$ cat src/rtl/lsu_align_pkg.sv
package lsu_align_pkg;
  parameter int DATA_W = 32;
  parameter int ADDR_W = 32;
  parameter int IMM_W  = DATA_W / 2;
  localparam int LANES = DATA_W / 8;
  localparam int OFF_W = $clog2(LANES);

  typedef enum logic [1:0] {
    OP_NONE  = 2'd0,
    OP_LOAD  = 2'd1,
    OP_STORE = 2'd2,
    OP_UPPER = 2'd3
  } accOp_e;

  typedef enum logic [1:0] {
    SZ_BYTE = 2'd0,
    SZ_HALF = 2'd1,
    SZ_WORD = 2'd2,
    SZ_RSVD = 2'd3
  } accSize_e;

  typedef struct packed {
    logic [LANES-1:0] laneMask;
    logic             doWrite;
    accSize_e         curSize;
    logic             capImm;
    accSize_e         selSize;
    logic [OFF_W-1:0] selOff;
    logic             selSigned;
    logic             selUpper;
    logic             resVal;
  } strobes_t;
endpackage

$ cat src/rtl/lsu_align_ctrl.sv
module lsu_align_ctrl
  import lsu_align_pkg::*;
(
  input  logic             clk,
  input  logic             rstN,
  input  logic             reqValid,
  input  logic [1:0]       reqOp,
  input  logic [1:0]       reqSize,
  input  logic             reqSigned,
  input  logic [OFF_W-1:0] reqOff,
  output strobes_t         stb,
  output logic             memRead,
  output logic             misAlign
);
  logic isLoad, isStore, isUpper, aligned;
  logic [LANES-1:0] rawMask;
  accSize_e szIn;

  assign szIn = accSize_e'(reqSize);

  always_comb begin
    isLoad  = reqValid && (accOp_e'(reqOp) == OP_LOAD);
    isStore = reqValid && (accOp_e'(reqOp) == OP_STORE);
    isUpper = reqValid && (accOp_e'(reqOp) == OP_UPPER);
    unique case (szIn)
      SZ_BYTE: aligned = 1'b1;
      SZ_HALF: aligned = (reqOff[0] == 1'b0);
      SZ_WORD: aligned = (reqOff == '0);
      default: aligned = 1'b0;
    endcase
  end

  for (genvar k = 0; k < LANES; k++) begin : g_lane
    always_comb begin
      unique case (szIn)
        SZ_BYTE: rawMask[k] = (reqOff == OFF_W'(k));
        SZ_HALF: rawMask[k] = (reqOff[OFF_W-1:1] == (OFF_W-1)'(k >> 1));
        SZ_WORD: rawMask[k] = 1'b1;
        default: rawMask[k] = 1'b0;
      endcase
    end
  end

  assign misAlign       = (isLoad || isStore) && !aligned;
  assign memRead        = isLoad && aligned;
  assign stb.doWrite    = isStore && aligned;
  assign stb.laneMask   = stb.doWrite ? rawMask : '0;
  assign stb.curSize    = szIn;
  assign stb.capImm     = isUpper;

  always_ff @(posedge clk) begin
    if (!rstN) begin
      stb.selSize   <= SZ_BYTE;
      stb.selOff    <= '0;
      stb.selSigned <= 1'b0;
      stb.selUpper  <= 1'b0;
      stb.resVal    <= 1'b0;
    end else begin
      stb.selSize   <= szIn;
      stb.selOff    <= reqOff;
      stb.selSigned <= reqSigned;
      stb.selUpper  <= isUpper;
      stb.resVal    <= (isLoad && aligned) || isUpper;
    end
  end


  misalign_quiet_chk: assert property (@(posedge clk) disable iff (!rstN)
    misAlign |-> (stb.laneMask == '0 && !memRead));


  lane_count_chk: assert property (@(posedge clk) disable iff (!rstN)
    stb.doWrite |-> ($countones(stb.laneMask) == 1 || $countones(stb.laneMask) == 2
                     || $countones(stb.laneMask) == LANES));


  result_follows_req_chk: assert property (@(posedge clk) disable iff (!rstN)
    stb.resVal |-> $past(reqValid && (accOp_e'(reqOp) == OP_LOAD || accOp_e'(reqOp) == OP_UPPER)));


  read_write_excl_chk: assert property (@(posedge clk) disable iff (!rstN)
    memRead |-> !stb.doWrite);
endmodule

$ cat src/rtl/lsu_align_dp.sv
module lsu_align_dp
  import lsu_align_pkg::*;
(
  input  logic              clk,
  input  logic              rstN,
  input  strobes_t          stb,
  input  logic [ADDR_W-1:0] reqAddr,
  input  logic [DATA_W-1:0] storeData,
  input  logic [IMM_W-1:0]  immVal,
  input  logic [DATA_W-1:0] memRdData,
  output logic [ADDR_W-1:0] memAddr,
  output logic [DATA_W-1:0] memWrData,
  output logic [DATA_W-1:0] loadResult
);
  localparam int HALF_W = 16;
  logic [IMM_W-1:0]  immReg;
  logic [7:0]        pickByte;
  logic [HALF_W-1:0] pickHalf;
  logic              fill;

  assign memAddr = {reqAddr[ADDR_W-1:OFF_W], {OFF_W{1'b0}}};

  for (genvar k = 0; k < LANES; k++) begin : g_rep
    always_comb begin
      unique case (stb.curSize)
        SZ_BYTE: memWrData[k*8 +: 8] = storeData[7:0];
        SZ_HALF: memWrData[k*8 +: 8] = storeData[(k % 2)*8 +: 8];
        default: memWrData[k*8 +: 8] = storeData[k*8 +: 8];
      endcase
    end
  end

  always_ff @(posedge clk) begin
    if (!rstN)           immReg <= '0;
    else if (stb.capImm) immReg <= immVal;
  end

  always_comb begin
    pickByte   = memRdData[{stb.selOff, 3'b000} +: 8];
    pickHalf   = memRdData[{stb.selOff[OFF_W-1:1], 4'b0000} +: HALF_W];
    fill       = 1'b0;
    loadResult = '0;
    if (stb.resVal) begin
      if (stb.selUpper) begin
        loadResult = {immReg, {(DATA_W-IMM_W){1'b0}}};
      end else begin
        unique case (stb.selSize)
          SZ_BYTE: begin
            fill       = stb.selSigned && pickByte[7];
            loadResult = {{(DATA_W-8){fill}}, pickByte};
          end
          SZ_HALF: begin
            fill       = stb.selSigned && pickHalf[HALF_W-1];
            loadResult = {{(DATA_W-HALF_W){fill}}, pickHalf};
          end
          default: loadResult = memRdData;
        endcase
      end
    end
  end


  unsigned_byte_zero_chk: assert property (@(posedge clk) disable iff (!rstN)
    (stb.resVal && !stb.selUpper && stb.selSize == SZ_BYTE && !stb.selSigned)
      |-> (loadResult[DATA_W-1:8] == '0));


  upper_low_clear_chk: assert property (@(posedge clk) disable iff (!rstN)
    (stb.resVal && stb.selUpper) |-> (loadResult[DATA_W-IMM_W-1:0] == '0));
endmodule

$ cat src/rtl/lsu_align_top.sv
module lsu_align_top
  import lsu_align_pkg::*;
(
  input  logic        clk,
  input  logic        rstN,
  input  logic        reqValid,
  input  logic [1:0]  reqOp,
  input  logic [1:0]  reqSize,
  input  logic        reqSigned,
  input  logic [31:0] reqAddr,
  input  logic [31:0] storeData,
  input  logic [15:0] immVal,
  input  logic [31:0] memRdData,
  output logic [31:0] memAddr,
  output logic [3:0]  memByteEn,
  output logic [31:0] memWrData,
  output logic        memRead,
  output logic        misAlign,
  output logic [31:0] loadResult,
  output logic        resultValid
);
  strobes_t stb;

  lsu_align_ctrl ctrl_i (
    .clk(clk), .rstN(rstN), .reqValid(reqValid), .reqOp(reqOp),
    .reqSize(reqSize), .reqSigned(reqSigned), .reqOff(reqAddr[OFF_W-1:0]),
    .stb(stb), .memRead(memRead), .misAlign(misAlign)
  );

  lsu_align_dp dp_i (
    .clk(clk), .rstN(rstN), .stb(stb), .reqAddr(reqAddr),
    .storeData(storeData), .immVal(immVal), .memRdData(memRdData),
    .memAddr(memAddr), .memWrData(memWrData), .loadResult(loadResult)
  );

  assign memByteEn   = stb.laneMask;
  assign resultValid = stb.resVal;
endmodule

$ cat config.mk
export PLATFORM = sky130hd
export DESIGN_NAME = lsu_align_top
export DESIGN_NICKNAME = d
export VERILOG_FILES = /design/src/rtl/lsu_align_pkg.sv /design/src/rtl/lsu_align_ctrl.sv /design/src/rtl/lsu_align_dp.sv /design/src/rtl/lsu_align_top.sv
export SDC_FILE = /design/constraint.sdc
export NUM_CORES = 1
export LEC_CHECK = 0
export BUFFER_PORTS_ARGS = -buffer_cell sky130_fd_sc_hd__buf_4
export CORE_MARGIN = 5
export CORE_UTILIZATION = 39
export DETAILED_ROUTE_END_ITERATION = 6
export PLACE_DENSITY = 0.94
export SETUP_SLACK_MARGIN = 0.3
export SYNTH_ARGS = -nofsm -noshare
export SYNTH_HDL_FRONTEND = slang
export SYNTH_HIERARCHICAL = 1
export SYNTH_SLANG_ARGS = --single-unit
$ cat constraint.sdc
create_clock -name clk -period 1.5 [get_ports clk]
set_input_delay 0 -clock clk [delete_from_list [all_inputs] [get_ports clk]]
set_output_delay 0 -clock clk [all_outputs]
set_load 0.02 [all_outputs]
---- Word level (Yosys, flattened, before mapping) ----
Index checks and enable logic that the tools add are counted.
cells by class
  shift-type cells ........................ 2
  bitwise logic cells ..................... 2
  reductions and logical operators ........ 15
  eq/ne operators ......................... 9
  mux-type cells .......................... 12
operators with widths
  cell                                                  count
  2-to-1 mux 32 bit                                     2
  one-hot mux 32 bit (2 select lines)                   1
  variable part select 32 x 6 -> 16 bit                 1
  variable part select 32 x 6 -> 8 bit                  1
  2-to-1 mux 8 bit                                      2
  one-hot mux 8 bit (2 select lines)                    1
  one-hot mux 1 bit (3 select lines)                    5
  equality test 2 bit (second input constant)           5
  equality test 2 x 1 -> 1 bit (second input constant)  4
  logical AND 1 bit                                     8
  logical NOT 2 bit                                     3
  2-to-1 mux 4 bit                                      1
  logical OR 1 bit                                      2
  inverter 1 bit                                        2
  OR reduction 2 bit                                    1
  logical NOT 1 bit                                     1
storage, ports and cells
  output and inout bits ................... 103
  word-level logic and storage cells ...... 46
  bits of input ports ..................... 120
  flip-flop bits (word level) ............. 23

---- Longest topological paths before layout ----
  word-level depth ........................ 5
  depth in mapped cells ................... 6

---- Modules after synthesis ----
Netlist, hierarchy kept.
by module, submodules not included
  module          times used  area an instance (um^2)  cells each  sequential area each (um^2)
  lsu_align_dp    1           2190.9                   256         320.3
  lsu_align_ctrl  1           419.2                    43          140.1

---- Worst setup path before layout ----
No wires, ideal clock.
  path kind ............................... reg2out
  start point ............................. reg ctrl_i/stb[0] (netlist name)
  end point ............................... out loadResult[14]
  stages on the path, launching flop included .. 5
  path slack .............................. -0.064 ns
  data required time ...................... 1.500 ns
  buffers on the path ..................... 1
  arrival time ............................ 1.564 ns
  path through ............................ dfxtp_1 and2b_1 buf_2 o21ai_0 a311oi_1
between the ends
  cells in the longest elaborated chain, start to end .. 1
ends and longest elaborated chain
  item               line                 text
  2-to-1 mux 32 bit  lsu_align_dp.sv:43   if (stb.resVal) begin
  end: declaration   lsu_align_top.sv:19  output logic [31:0] loadResult,
No other way between the ends.

---- Worst setup path in the final report ----
  start point ............................. reg ctrl_i/stb[4] (netlist name)
  end point ............................... out loadResult[19]
between the ends
  cells in the longest elaborated chain, start to end .. 5
  elaborated cells between the ends (all ways) .. 7
  those cells by class .................... shift: 2; mux: 3; reduce/logical: 2
ends and longest elaborated chain
  item                                                                                                  line                                    text
  variable part select 32 x 6 -> 16 bit / variable part select 32 x 6 -> 8 bit (equally long branches)  lsu_align_dp.sv:40, lsu_align_dp.sv:39
  logical AND 1 bit, on equally long branches                                                           lsu_align_dp.sv:53, lsu_align_dp.sv:49
  one-hot mux 32 bit (2 select lines) *                                                                 lsu_align_dp.sv:47                      unique case (stb.selSize)
  2-to-1 mux 32 bit *                                                                                   lsu_align_dp.sv:44                      if (stb.selUpper) begin
  2-to-1 mux 32 bit *                                                                                   lsu_align_dp.sv:43
Every way passes the cells marked *; elsewhere a longest branch is shown, timed or not.

==> results.sh <==
export IMPL_first_iter_violations=153
export IMPL_critPathBufInv=2
export IMPL_routabilityCongestion=0.915
export IMPL_start_util_pct=40.6
export IMPL_p_per_area_nw_per_um2=517
export IMPL_violations="hold timing, setup timing"
export IMPL_antenna_found_initial=0
export IMPL_cts_tree="yes"
export IMPL_dr_pass1_iters=5
export IMPL_syn_avg_cell_area_um2=8.75
export IMPL_reg2reg_depth=2
export IMPL_p_leak_nw=1.75
export IMPL_finalHoldViolCount=5
export IMPL_status="finished with violations"
export IMPL_die_w_um=91.7
export IMPL_ios=223
export IMPL_fin_ws_ns=-0.197
export IMPL_grt_ovfl_total=0
export IMPL_wl_per_cell_um=23.8
export IMPL_final_common_cell="buf_4"
export IMPL_grt_pass1_vias=3149
export IMPL_post_route_util_pct=65.3
export IMPL_routed_via_count=3005
export IMPL_coreArea_um2=6420
export IMPL_tightest_slew_ns=0.509
export IMPL_slowest_stage="dfxtp_4"
export IMPL_routed_via_density=6.02
export IMPL_path_delay_family="multiplexers"
export IMPL_hold_ws_ns=-0.00772
export IMPL_hold_end="dp_i/immReg[13]"
export IMPL_layout_common_cells="buf_4 (152), mux2i_1 (34), buf_6 (26)"
export IMPL_min_period_ns=1.70
export IMPL_end_kind="output pin"
export IMPL_path_cells="mux2_4 -> mux2i_4 -> buf_12 -> o22ai_2 -> buf_6"
export IMPL_fin_crit_sh_pct=113
export IMPL_setup_viol=32
export IMPL_cp_max_fo=8
export IMPL_slew_headroom_pct=66.1
export IMPL_total_power_mw=2.17
export IMPL_htreeDepth=1
export IMPL_tns_ns=-5.10
export IMPL_design_die_area_um2=8420
export IMPL_grt_pass1_wl_mm=17.4
export IMPL_worstPathRequired_ns=1.50
export IMPL_clock_sinks=23
export IMPL_dp_hpwl_mm=8.55
export IMPL_area_delta_synth_final_pct=60.9
export IMPL_r2r_start="dp_i/immReg[12]"
export IMPL_insertion_delay_ns=0.26
export IMPL_hp_start="immVal[13]"
export IMPL_worst_clock_skew_ns=0
export IMPL_die_h_um=91.7
export IMPL_cap_violations=0
export IMPL_drc_errors=0
export IMPL_yosysWarningCount=6
export IMPL_worst_ir_drop_vdd_mv=0.341
export IMPL_crit_path_max_incr_delay_ns=0.40
export IMPL_worstSetupPathType="register to output pin"
export IMPL_synth_area_um2=2610
export IMPL_grt_max_degree=25
export IMPL_cts_inserted_buffers=3
export IMPL_clkTransAtPathRegs_ns=0.09
export IMPL_postSynthCellCount=298
export IMPL_layout_nets=543
export IMPL_cts_buffer_depth=2
export IMPL_fmax_mhz=589
export IMPL_portBuffers=160
export IMPL_critPathArrivalTime_ns=1.70
export IMPL_routed_wl_mm=11.9
export IMPL_n_antenna_cell=0
export IMPL_drive_above_1_share_pct=62.6
export IMPL_rows=29
export IMPL_slew_violations=0
export IMPL_reg2reg_slack_ns=0.78
export IMPL_rsz0062_at_grt="true"
export IMPL_placed_area_um2=3830
export IMPL_cts_root_buf="clkbuf_8"
export IMPL_hp_class="primary input to register"
export IMPL_startpoint_type="register"
export IMPL_fin_area_um2=4190
export IMPL_crit_start="ctrl_i/stb[4]"
export IMPL_grt_use_total_pct=26.1
export IMPL_rr_endpoint="dp_i/immReg[12]"
export IMPL_hold_depth=3
export IMPL_detail_route_antenna_nets=0
export IMPL_fillers=463
[worst reg2reg max path, cell delays in order (launching register included)]
cell     delay (ns)
dfxtp_1        0.35
mux2i_1        0.10
nor2b_1        0.20
[power by group]
group          switching (mW)  internal [mW]
clock                   0.205          0.186
sequential             0.0248          0.634
combinational           0.579          0.541
[metrics by stage]
stage,worst slack (ns),instances
global placement,0.126,489
floorplan,0.232,299
global route,-0.239,499
detailed placement,0.0248,489
finish,-0.197,499
CTS,-0.166,498
[final cells by class]
type                    instances  area, µm²  area share [%]
multi-input cells             208       2030            48.3
clock inverters                 1       5.00           0.119
inverters                       2       7.51           0.179
clock buffers                   3       41.3           0.985
flip-flops and latches         23        469            11.2
repair buffers                185       1550            36.9
well taps                      77       96.3            2.30
[worst max path at each step]
stage	end	slack, ns	cells past startpoint
CTS	loadResult[13]	-0.17	5
detailed placement	loadResult[1]	0.02	5
floorplan	loadResult[4]	0.23	4
finish	loadResult[19]	-0.20	5
global placement	loadResult[3]	0.13	5
global route	loadResult[22]	-0.24	5
[flip-flops by register name, summed over array words and instances (netlist names)]
register	cells
ctrl_i/stb	7
dp_i/immReg	16
[repair_timing]
action	CTS	global route
endpoints found under the hold margin	3	0
resized for setup	43	15
hold buffers	3	0
buffers inserted	1	1
setup endpoints to repair	32	32
pin swaps	6	5
cloned	1	0
[metal layers]
| layer | share of wire (%) | GRT usage (%) | wire length, µm | vias up |
|---|---|---|---|---|
| li1 | - | - | - | 1306 |
| met1 | 33 | 25.6 | 3920 | 1431 |
| met2 | 52 | 49.4 | 6160 | 215 |
| met3 | 11 | 9.08 | 1280 | 53 |
| met4 | 4.3 | 11.3 | 512 | 0 |
| met5 | 0 | 0 | 0 | - |
No activity file was read; power rests on OpenSTA's default activity.
